<file path="config.mk">
export PLATFORM = sky130hd
export DESIGN_NAME = alu8_flag_unit
export DESIGN_NICKNAME = d
export VERILOG_FILES = /design/src/rtl/alu8_pkg.sv /design/src/rtl/alu8_addsub.sv /design/src/rtl/alu8_rotate.sv /design/src/rtl/alu8_decadj.sv /design/src/rtl/alu8_flag_unit.sv
export SDC_FILE = /design/constraint.sdc
export NUM_CORES = 1
export LEC_CHECK = 0
export ABC_AREA = 1
export BUFFER_PORTS_ARGS = -buffer_cell sky130_fd_sc_hd__buf_2
export CORE_AREA = 5 5 70 72
export CTS_BUF_LIST = sky130_fd_sc_hd__clkbuf_4 sky130_fd_sc_hd__clkbuf_8
export DETAILED_ROUTE_END_ITERATION = 7
export DIE_AREA = 0 0 75 77
export PLACE_DENSITY = 0.85
export SYNTH_ARGS = -nofsm -noshare
export SYNTH_HDL_FRONTEND = slang
export SYNTH_SLANG_ARGS = --single-unit
</file>
<file path="constraint.sdc">
create_clock -name clk -period 6.8 [get_ports clk]
set_input_delay 0.34 -clock clk [delete_from_list [all_inputs] [get_ports clk]]
set_output_delay 0.34 -clock clk [all_outputs]
set_load 0.05 [all_outputs]
</file>
<file path="src/rtl/alu8_pkg.sv">
package alu8_pkg;
  typedef enum logic [3:0] {
    OP_ADD  = 4'd0,
    OP_ADC  = 4'd1,
    OP_SUB  = 4'd2,
    OP_SBC  = 4'd3,
    OP_DAJ  = 4'd4,
    OP_AND  = 4'd5,
    OP_OR   = 4'd6,
    OP_XOR  = 4'd7,
    OP_NOT  = 4'd8,
    OP_ROL  = 4'd9,
    OP_ROR  = 4'd10,
    OP_ROLC = 4'd11,
    OP_RORC = 4'd12,
    OP_INC  = 4'd13,
    OP_DEC  = 4'd14,
    OP_PASS = 4'd15
  } alu_op_e;

  typedef struct packed {
    logic c;
    logic ac;
    logic z;
    logic ov;
  } flag_t;
endpackage

</file>
<file path="src/rtl/alu8_addsub.sv">
module alu8_addsub #(
  parameter int DATA_W = 8,
  parameter int NIB_W  = 4
) (
  input  logic [DATA_W-1:0] a,
  input  logic [DATA_W-1:0] b,
  input  logic              cin,
  output logic [DATA_W-1:0] sum,
  output logic              cout,
  output logic              nib_cout,
  output logic              ovf
);
  localparam int MSB = DATA_W - 1;

  logic [NIB_W:0] nib_sum;
  logic [MSB:0]   low_sum;
  logic [1:0]     top_sum;

  // carry out of the low nibble
  assign nib_sum = {1'b0, a[NIB_W-1:0]} + {1'b0, b[NIB_W-1:0]}
                 + {{NIB_W{1'b0}}, cin};
  // bits below the MSB, exposing the carry into the MSB
  assign low_sum = {1'b0, a[MSB-1:0]} + {1'b0, b[MSB-1:0]}
                 + {{(DATA_W-1){1'b0}}, cin};
  assign top_sum = {1'b0, a[MSB]} + {1'b0, b[MSB]} + {1'b0, low_sum[MSB]};

  assign sum      = {top_sum[0], low_sum[MSB-1:0]};
  assign cout     = top_sum[1];
  assign nib_cout = nib_sum[NIB_W];
  assign ovf      = top_sum[1] ^ low_sum[MSB];
endmodule

</file>
<file path="src/rtl/alu8_rotate.sv">
module alu8_rotate #(
  parameter int DATA_W = 8
) (
  input  logic [DATA_W-1:0] a,
  input  logic              cin,
  input  logic              to_right,
  input  logic              via_carry,
  output logic [DATA_W-1:0] res,
  output logic              cout
);
  localparam int MSB = DATA_W - 1;

  logic fill_l, fill_r;

  assign fill_l = via_carry ? cin : a[MSB];
  assign fill_r = via_carry ? cin : a[0];

  always_comb begin
    if (to_right) begin
      res  = {fill_r, a[MSB:1]};
      cout = a[0];
    end else begin
      res  = {a[MSB-1:0], fill_l};
      cout = a[MSB];
    end
  end
endmodule

</file>
<file path="src/rtl/alu8_decadj.sv">
module alu8_decadj #(
  parameter int DATA_W = 8,
  parameter int NIB_W  = 4
) (
  input  logic [DATA_W-1:0] a,
  input  logic              cin,
  input  logic              acin,
  output logic [DATA_W-1:0] res,
  output logic              cout
);
  localparam int          MSB     = DATA_W - 1;
  localparam int          DIG_MAX = 9;
  localparam int          FIX     = 6;
  localparam [DATA_W:0]   LO_FIX  = DATA_W'(FIX);
  localparam [DATA_W-1:0] HI_FIX  = DATA_W'(FIX << NIB_W);

  logic            lo_need, hi_need;
  logic [DATA_W:0] stage1;

  assign lo_need = (int'(a[NIB_W-1:0]) > DIG_MAX) || acin;
  assign stage1  = {1'b0, a} + (lo_need ? LO_FIX : '0);
  assign hi_need = cin || stage1[DATA_W] ||
                   (int'(stage1[MSB:NIB_W]) > DIG_MAX);
  assign res     = stage1[MSB:0] + (hi_need ? HI_FIX : '0);
  assign cout    = hi_need;
endmodule

</file>
<file path="src/rtl/alu8_flag_unit.sv">
module alu8_flag_unit #(
  parameter int DATA_W = 8,
  parameter int NIB_W  = 4
) (
  input  logic              clk,
  input  logic              rst,
  input  logic [3:0]        op_code,
  input  logic [DATA_W-1:0] op_a,
  input  logic [DATA_W-1:0] op_b,
  input  logic              c_in,
  input  logic              ac_in,
  output logic [DATA_W-1:0] result,
  output logic              c_out,
  output logic              ac_out,
  output logic              z_out,
  output logic              ov_out,
  output logic              upd_c,
  output logic              upd_ac,
  output logic              upd_z,
  output logic              upd_ov
);
  import alu8_pkg::*;

  localparam int MSB = DATA_W - 1;

  alu_op_e         op;
  logic [MSB:0]    add_b, add_sum, rot_res, daj_res, res_n;
  logic            add_cin, add_c, add_ac, add_ov;
  logic            rot_c, daj_c, rot_right, rot_thru;
  flag_t           val_n, en_n;

  assign op = alu_op_e'(op_code);

  // operand shaping for the shared adder
  always_comb begin
    add_b   = op_b;
    add_cin = 1'b0;
    unique case (op)
      OP_ADC:  add_cin = c_in;
      OP_SUB:  begin add_b = ~op_b; add_cin = 1'b1; end
      OP_SBC:  begin add_b = ~op_b; add_cin = c_in; end
      OP_INC:  begin add_b = '0;    add_cin = 1'b1; end
      OP_DEC:  add_b = '1;
      default: ;
    endcase
  end

  alu8_addsub #(.DATA_W(DATA_W), .NIB_W(NIB_W)) u_add (
    .a(op_a), .b(add_b), .cin(add_cin),
    .sum(add_sum), .cout(add_c), .nib_cout(add_ac), .ovf(add_ov)
  );

  assign rot_right = (op == OP_ROR) || (op == OP_RORC);
  assign rot_thru  = (op == OP_ROLC) || (op == OP_RORC);

  alu8_rotate #(.DATA_W(DATA_W)) u_rot (
    .a(op_a), .cin(c_in), .to_right(rot_right), .via_carry(rot_thru),
    .res(rot_res), .cout(rot_c)
  );

  alu8_decadj #(.DATA_W(DATA_W), .NIB_W(NIB_W)) u_daj (
    .a(op_a), .cin(c_in), .acin(ac_in), .res(daj_res), .cout(daj_c)
  );

  // result select and flag enables
  always_comb begin
    res_n = op_a;
    en_n  = '0;
    val_n = '0;
    unique case (op)
      OP_ADD, OP_ADC, OP_SUB, OP_SBC: begin
        res_n = add_sum;
        en_n  = '{c: 1'b1, ac: 1'b1, z: 1'b1, ov: 1'b1};
        val_n.c  = add_c;
        val_n.ac = add_ac;
        val_n.ov = add_ov;
      end
      OP_INC, OP_DEC: begin res_n = add_sum;     en_n.z = 1'b1; end
      OP_AND:         begin res_n = op_a & op_b; en_n.z = 1'b1; end
      OP_OR:          begin res_n = op_a | op_b; en_n.z = 1'b1; end
      OP_XOR:         begin res_n = op_a ^ op_b; en_n.z = 1'b1; end
      OP_NOT:         begin res_n = ~op_a;       en_n.z = 1'b1; end
      OP_ROL, OP_ROR: res_n = rot_res;
      OP_ROLC, OP_RORC: begin
        res_n   = rot_res;
        en_n.c  = 1'b1;
        val_n.c = rot_c;
      end
      OP_DAJ: begin
        res_n   = daj_res;
        en_n.c  = 1'b1;
        val_n.c = daj_c;
      end
      default: ;
    endcase
    val_n.z = en_n.z && (res_n == '0);
  end

  always_ff @(posedge clk) begin
    if (rst) begin
      result <= '0;
      {c_out, ac_out, z_out, ov_out} <= '0;
      {upd_c, upd_ac, upd_z, upd_ov} <= '0;
    end else begin
      result <= res_n;
      {c_out, ac_out, z_out, ov_out} <= val_n;
      {upd_c, upd_ac, upd_z, upd_ov} <= en_n;
    end
  end

  // ---------------- assertions ----------------
  assert_reset_clear_R1: assert property (@(posedge clk)
    rst |=> (result == '0 && !upd_c && !upd_ac && !upd_z && !upd_ov));

  assert_sub_carry_R3: assert property (@(posedge clk) disable iff (rst)
    (op_code == 4'd2) |=> (c_out == ($past(op_a) >= $past(op_b))));

  assert_zero_flag_R4: assert property (@(posedge clk) disable iff (rst)
    upd_z |-> (z_out == (result == '0)));

  assert_rotate_plain_R7: assert property (@(posedge clk) disable iff (rst)
    (op_code == 4'd9) |=>
      (result == {$past(op_a[MSB-1:0]), $past(op_a[MSB])}) &&
      !upd_c && !upd_ac && !upd_z && !upd_ov);

  assert_pass_no_flags_R10: assert property (@(posedge clk) disable iff (rst)
    (op_code == 4'd15) |=> (result == $past(op_a)) &&
      $countones({upd_c, upd_ac, upd_z, upd_ov}) == 0);

  assert_masked_flags_R11: assert property (@(posedge clk) disable iff (rst)
    ({c_out, ac_out, z_out, ov_out} & ~{upd_c, upd_ac, upd_z, upd_ov}) == 4'b0);
endmodule

</file>
After elaboration in Yosys (flattened, before gate mapping)
Index checks and enable logic that the tools add are counted.
- logic and storage cells: 70
- memories: 0
- bits in read-only memories: 0
- bits in latches: 0
- register bits after elaboration: 15
- output and inout bits: 16
- memory bits (writable): 0
- mux-type cells: 13
- add/sub/neg operators: 8
- order comparisons: 2
- divide/modulo/power cells: 0
- multiply operators: 0
- bitwise operators: 7
- reductions and logical operators: 18
- shift operators: 0
- equal/unequal tests: 14
- operators by type and width (operator ; number):
    8-bit case mux with 7 select lines ; 1
    4-bit equality test (second input constant) ; 7
    8-bit case mux with 3 select lines ; 1
    4-bit by 3-bit equality test with 1-bit output (second input constant) ; 4
    8-bit NOT ; 2
    10-bit OR reduction ; 1
    2-bit OR reduction ; 5
    8-bit by 9-bit adder with 9-bit output ; 1
    7-bit by 7-bit adder with 8-bit output ; 1
    8-bit by 1-bit adder with 8-bit output ; 1
    8-bit adder ; 1
    8-bit AND ; 1
    4-bit by 2-bit equality test with 1-bit output (second input constant) ; 2
    4-bit greater-than comparator (second input constant) ; 2
    8-bit zero test ; 1
    8-bit two-way mux ; 1
    8-bit bitwise OR ; 1
    4-bit OR reduction ; 2
    8-bit bitwise XOR ; 1
    7-bit two-way mux ; 1
    7-bit OR reduction ; 1
    1-bit two-way mux ; 6
    6-bit OR reduction ; 1
    4-bit by 4-bit adder with 5-bit output ; 1
    12 further kinds ; 16

Longest topological paths before layout
- word-level depth: 11
- depth in mapped cells: 25
- mapped depth without buffers: 24

Cells and area by module
Synthesis repeated with hierarchy kept, for this count alone.
- cells, all modules: 380
- area, all modules: 2278.4 um^2
- by module, submodules not included (module ; area each (um^2) ; seq. area each (um^2) ; times used ; cells each):
    alu8_flag_unit ; 1447.6 ; 300.3 ; 1 ; 244
    alu8_addsub ; 391.6 ; 0.0 ; 1 ; 64
    alu8_decadj ; 284.0 ; 0.0 ; 1 ; 42
    alu8_rotate ; 155.1 ; 0.0 ; 1 ; 30

Worst setup path after synthesis
No wires, ideal clock.
- path kind: in2reg
- start point: input port op_code[3]
- end point: register result[7]
- buffers on the path: 1
- stages: 20
- data arrival time: 3.201 ns
- slack: 3.472 ns
- path through: inv_1 > nand2_1 > nor2_1 > clkinv_1 > nand3_1 > buf_2 > o21ai_0 > fa_1 > inv_1 > nand4_1 > nand3_1 > a21oi_1 > o21bai_1 > fa_1 > nand2_1 > o2111ai_1 > nor2_1 > nand2_1 > nand2_1 > nor2_1
- cells in the longest elaborated chain, start to end: 7
- ends and longest elaborated chain (element ; RTL line ; source):
    start: declaration ; alu8_flag_unit.sv:7 ; input logic [3:0] op_code,
    4-bit by 2-bit equality test with 1-bit output ; alu8_flag_unit.sv:38, alu8_flag_unit.sv:70 ;
    2-bit OR reduction (no line) ; n/a ;
    8-bit case mux with 3 select lines ; alu8_flag_unit.sv:38 ; unique case (op)
    7-bit by 7-bit adder with 8-bit output ; alu8_addsub.sv:23 ; assign low_sum = {1'b0, a[MSB-1:0]} + {1'b0, b[MSB-1:0]}
    8-bit by 1-bit adder with 8-bit output ; alu8_addsub.sv:24 ; + {{(DATA_W-1){1'b0}}, cin};
    2-bit by 1-bit adder with 2-bit output ; alu8_addsub.sv:25 ; assign top_sum = {1'b0, a[MSB]} + {1'b0, b[MSB]} + {1'b0, low_sum[MSB]};
    8-bit case mux with 7 select lines * ; alu8_flag_unit.sv:70 ; unique case (op)
    end signal: assignment ; alu8_flag_unit.sv:105 ; result <= res_n;
    end: declaration ; alu8_flag_unit.sv:12 ; output logic [DATA_W-1:0] result,
Mark *: on every way between the ends. The rest lies on a longest branch, timed or not.
A chain may end at the register's enable or synchronous reset.

Final worst setup path
Same ends and word-level chain as after synthesis.

==> flow_summary.toml <==
[timing]
min_period_ns = 3.75
rsz0062_at_grt = "no"
timing.final.crit_share_pct = 55.2
setup_viol = 0
fmax_ghz = 0.267
slew_violations = 0
hold_violations = 0
fin_setup_tns_ns = 0
max-slew-margin-rel_pct = 44.1
tightest_slew_ns = 0.836

[clock_network]
cts_made_buffers = 3
cts.path.max_buffers = 2
cts_resized = 0
h-tree-depth = 1
cts_root_buf = "clkbuf_8"
cts_tree = "done"
post-cts-setup-buffers = 0
clock-sinks = 15
clkSlewWorstSetupHoldPaths_ns = 0.06
ctsHoldBuffers = 0

[yosys]
avgSynthCellArea_um2 = 5.90
async_flop_share_pct = 0
synth_area_um2 = 2240
syn_nets = 434
synth_commonest_cells = "nand2_1, inv_1, nand3_1"
yosysTopAreaCell = "nand2_1"
synth_seq_area_share_pct = 13.4
synth.top_cell.area_share_pct = 18.1
synthAdderAreaFrac_pct = 18.1
synth.most_common_cell = "nand2_1"
synth-edff-count = 0
yosys.area_share.simple_pct = 41.8
synth-seq-cells = 15
synth-xor-area-share_pct = 1.56
synth-compound-area-share_pct = 12.9
synthTopCellsByArea = "nand2_1, ha_1, dfxtp_1"
synthCells = 380
yosysWarningCount = 0
synth_top_flop_cell = "dfxtp_1"
muxShareOfSynthArea_pct = 0
yosysUniqueCellTypes = 32
synth_top_family_by_area = "simple AND/OR/NAND/NOR gates"

[routing]
viasPerCell = 5.52
vias = 2589
drc = 0
post_drt_wl_per_cell_um = 13.5
dr.pass1.iters = 5
antenna_left = 0
routed_wl_um = 6320
drt_iter0_drc = 210

[global_route]
grt_pass1_wl_um = 10500
antenna_found_initial = 0
grt_overflow = 0
grt_util_met3_pct = 2.35
busiest_layer = "met2"
grt_pass1_vias = 2370
use_met1_pct = 29.1
gr-usage-all-layers_pct = 22.2
grt_max_degree = 17
use_met2_pct = 36.8

[place]
port_buffers = 39
dp.cells = 465
gp_congestion = 0.970
hpwl_um = 5120

[critical_path]
criticalPathCategory = "in2reg"
path_max_fanout = 16
worst_setup_path_end_kind = "register"
arrival_ns = 3.89
critPathLaunchType = "input port"
crit_start = "op_code[3]"
cp_data_required_time_ns = 6.94

[floorplanning]
rows = 24
pin_count = 40
start_util_pct = 53.0
dieArea_um2 = 5780
die_w_um = 75
die_h_um = 77
core_area_um2 = 4230

[run_status]
run_status = "complete, no violations"

[job]
cap_violations = 0

[layout]
diodes = 0
area_growth_pct = 12.0
drive_gt1_share_pct = 13.7
stdcell_count = 469
nNetsFinal = 472

[power_and_ir_drop]
ir_drop_mv = 0.0607
p_leak_nw = 1.45
power_density_nw_per_um2 = 146

[hold_path]
min_to = "result[5]"
hp-class = "in2reg"
min_from = "rst"
whs_path_depth = 2
-- placed cells by master (no fill, tap or decap), types with 3 or more instances in the layout --
master    Yosys  final
xor2_1        3      3
nand2_1     108    108
fa_1          4      4
o21bai_1      4      4
clkbuf_8      0      3
nor2_4        3      3
ha_1         26     26
nor2_1       38     38
nand3_1      43     43
buf_2         3     39
o21ai_0      18     18
o211ai_1      8      8
a21oi_1      16     16
nand4_1       7      7
nand3b_1      3      3
nand2_2       3      3
dfxtp_1      15     15
inv_1        60     60
-- critical path, stage by stage --
cell       delay (ns)
buf_2            0.12
inv_1            0.14
nand2_1          0.18
nor2_1           0.17
clkinv_1         0.22
nand3_1          0.40
o211ai_1         0.14
o21ai_0          0.10
inv_1            0.06
ha_1             0.36
nand2_1          0.07
inv_1            0.07
nand4_1          0.10
nand3_1          0.12
a21oi_1          0.08
o21bai_1         0.26
fa_1             0.48
nand2_1          0.08
o2111ai_1        0.11
nor2_1           0.11
nand2_1          0.08
nand2_1          0.06
nor2_1           0.04
-- state kept, by name, summed over array words and instances, names as in the netlist --
name and cells:
z_out 1, upd_c 1, ac_out 1, c_out 1, ov_out 1, upd_ov 1, upd_z 1, result 8
-- routing by layer --
layer	wire (µm)	share of wire (%)	vias up
li1	-	-	1294
met1	2630	42	1126
met2	2900	46	143
met3	563	8.9	26
met4	228	3.6	0
met5	0	0	-
-- cells by family (layout without fill, tap and decap cells) --
group,Yosys count,in the layout
buffers and inverters,69,106
xor gates and xnor gates,4,4
AOI/OAI and AO/OA,50,50
DFF,15,15
adders and majority gates,30,30
and+or+nand+nor,212,212
-- report_power, final --
group	internal [mW]	switching [mW]	leakage, nW
registers	0.0961	0.00151	0.124
logic	0.0608	0.137	1.30
clock network	0.0406	0.0315	0.0255
total	0.197	0.170	1.45
-- cell type report --
cell class | count | area [µm²]
clock buffers | 3 | 41.3
clock inverters | 1 | 5.00
fillers | 418 | 1720
inverters | 63 | 236
multi-input cells | 296 | 1670
flip-flops and latches | 15 | 300
well taps | 52 | 65.1
repair buffers | 39 | 195
-- metrics by stage --
step	total power, mW	setup WS (ns)	hold slack (ns)	util [%]	instance area [µm²]
after floorplan	0.243	3.47	0.421	-	2240
after global routing	0.395	2.67	0.435	59.3	2510
after CTS	0.366	3.10	0.420	59.3	2510
after detailed placement	0.294	2.84	0.674	58.2	2460
final	0.367	3.05	0.417	59.3	2510
after global placement	0.290	2.99	0.667	58.2	2460
-- worst max path at each step --
stage / endpoint / slack, ns
5_1_grt: result[7] / 2.67
2_1_floorplan: result[7] / 3.47
4_1_cts: result[7] / 3.10
6_report: result[7] / 3.05
3_3_place_gp: result[7] / 2.99
3_5_place_dp: result[7] / 2.84
Power figures use the tool's default switching activity.
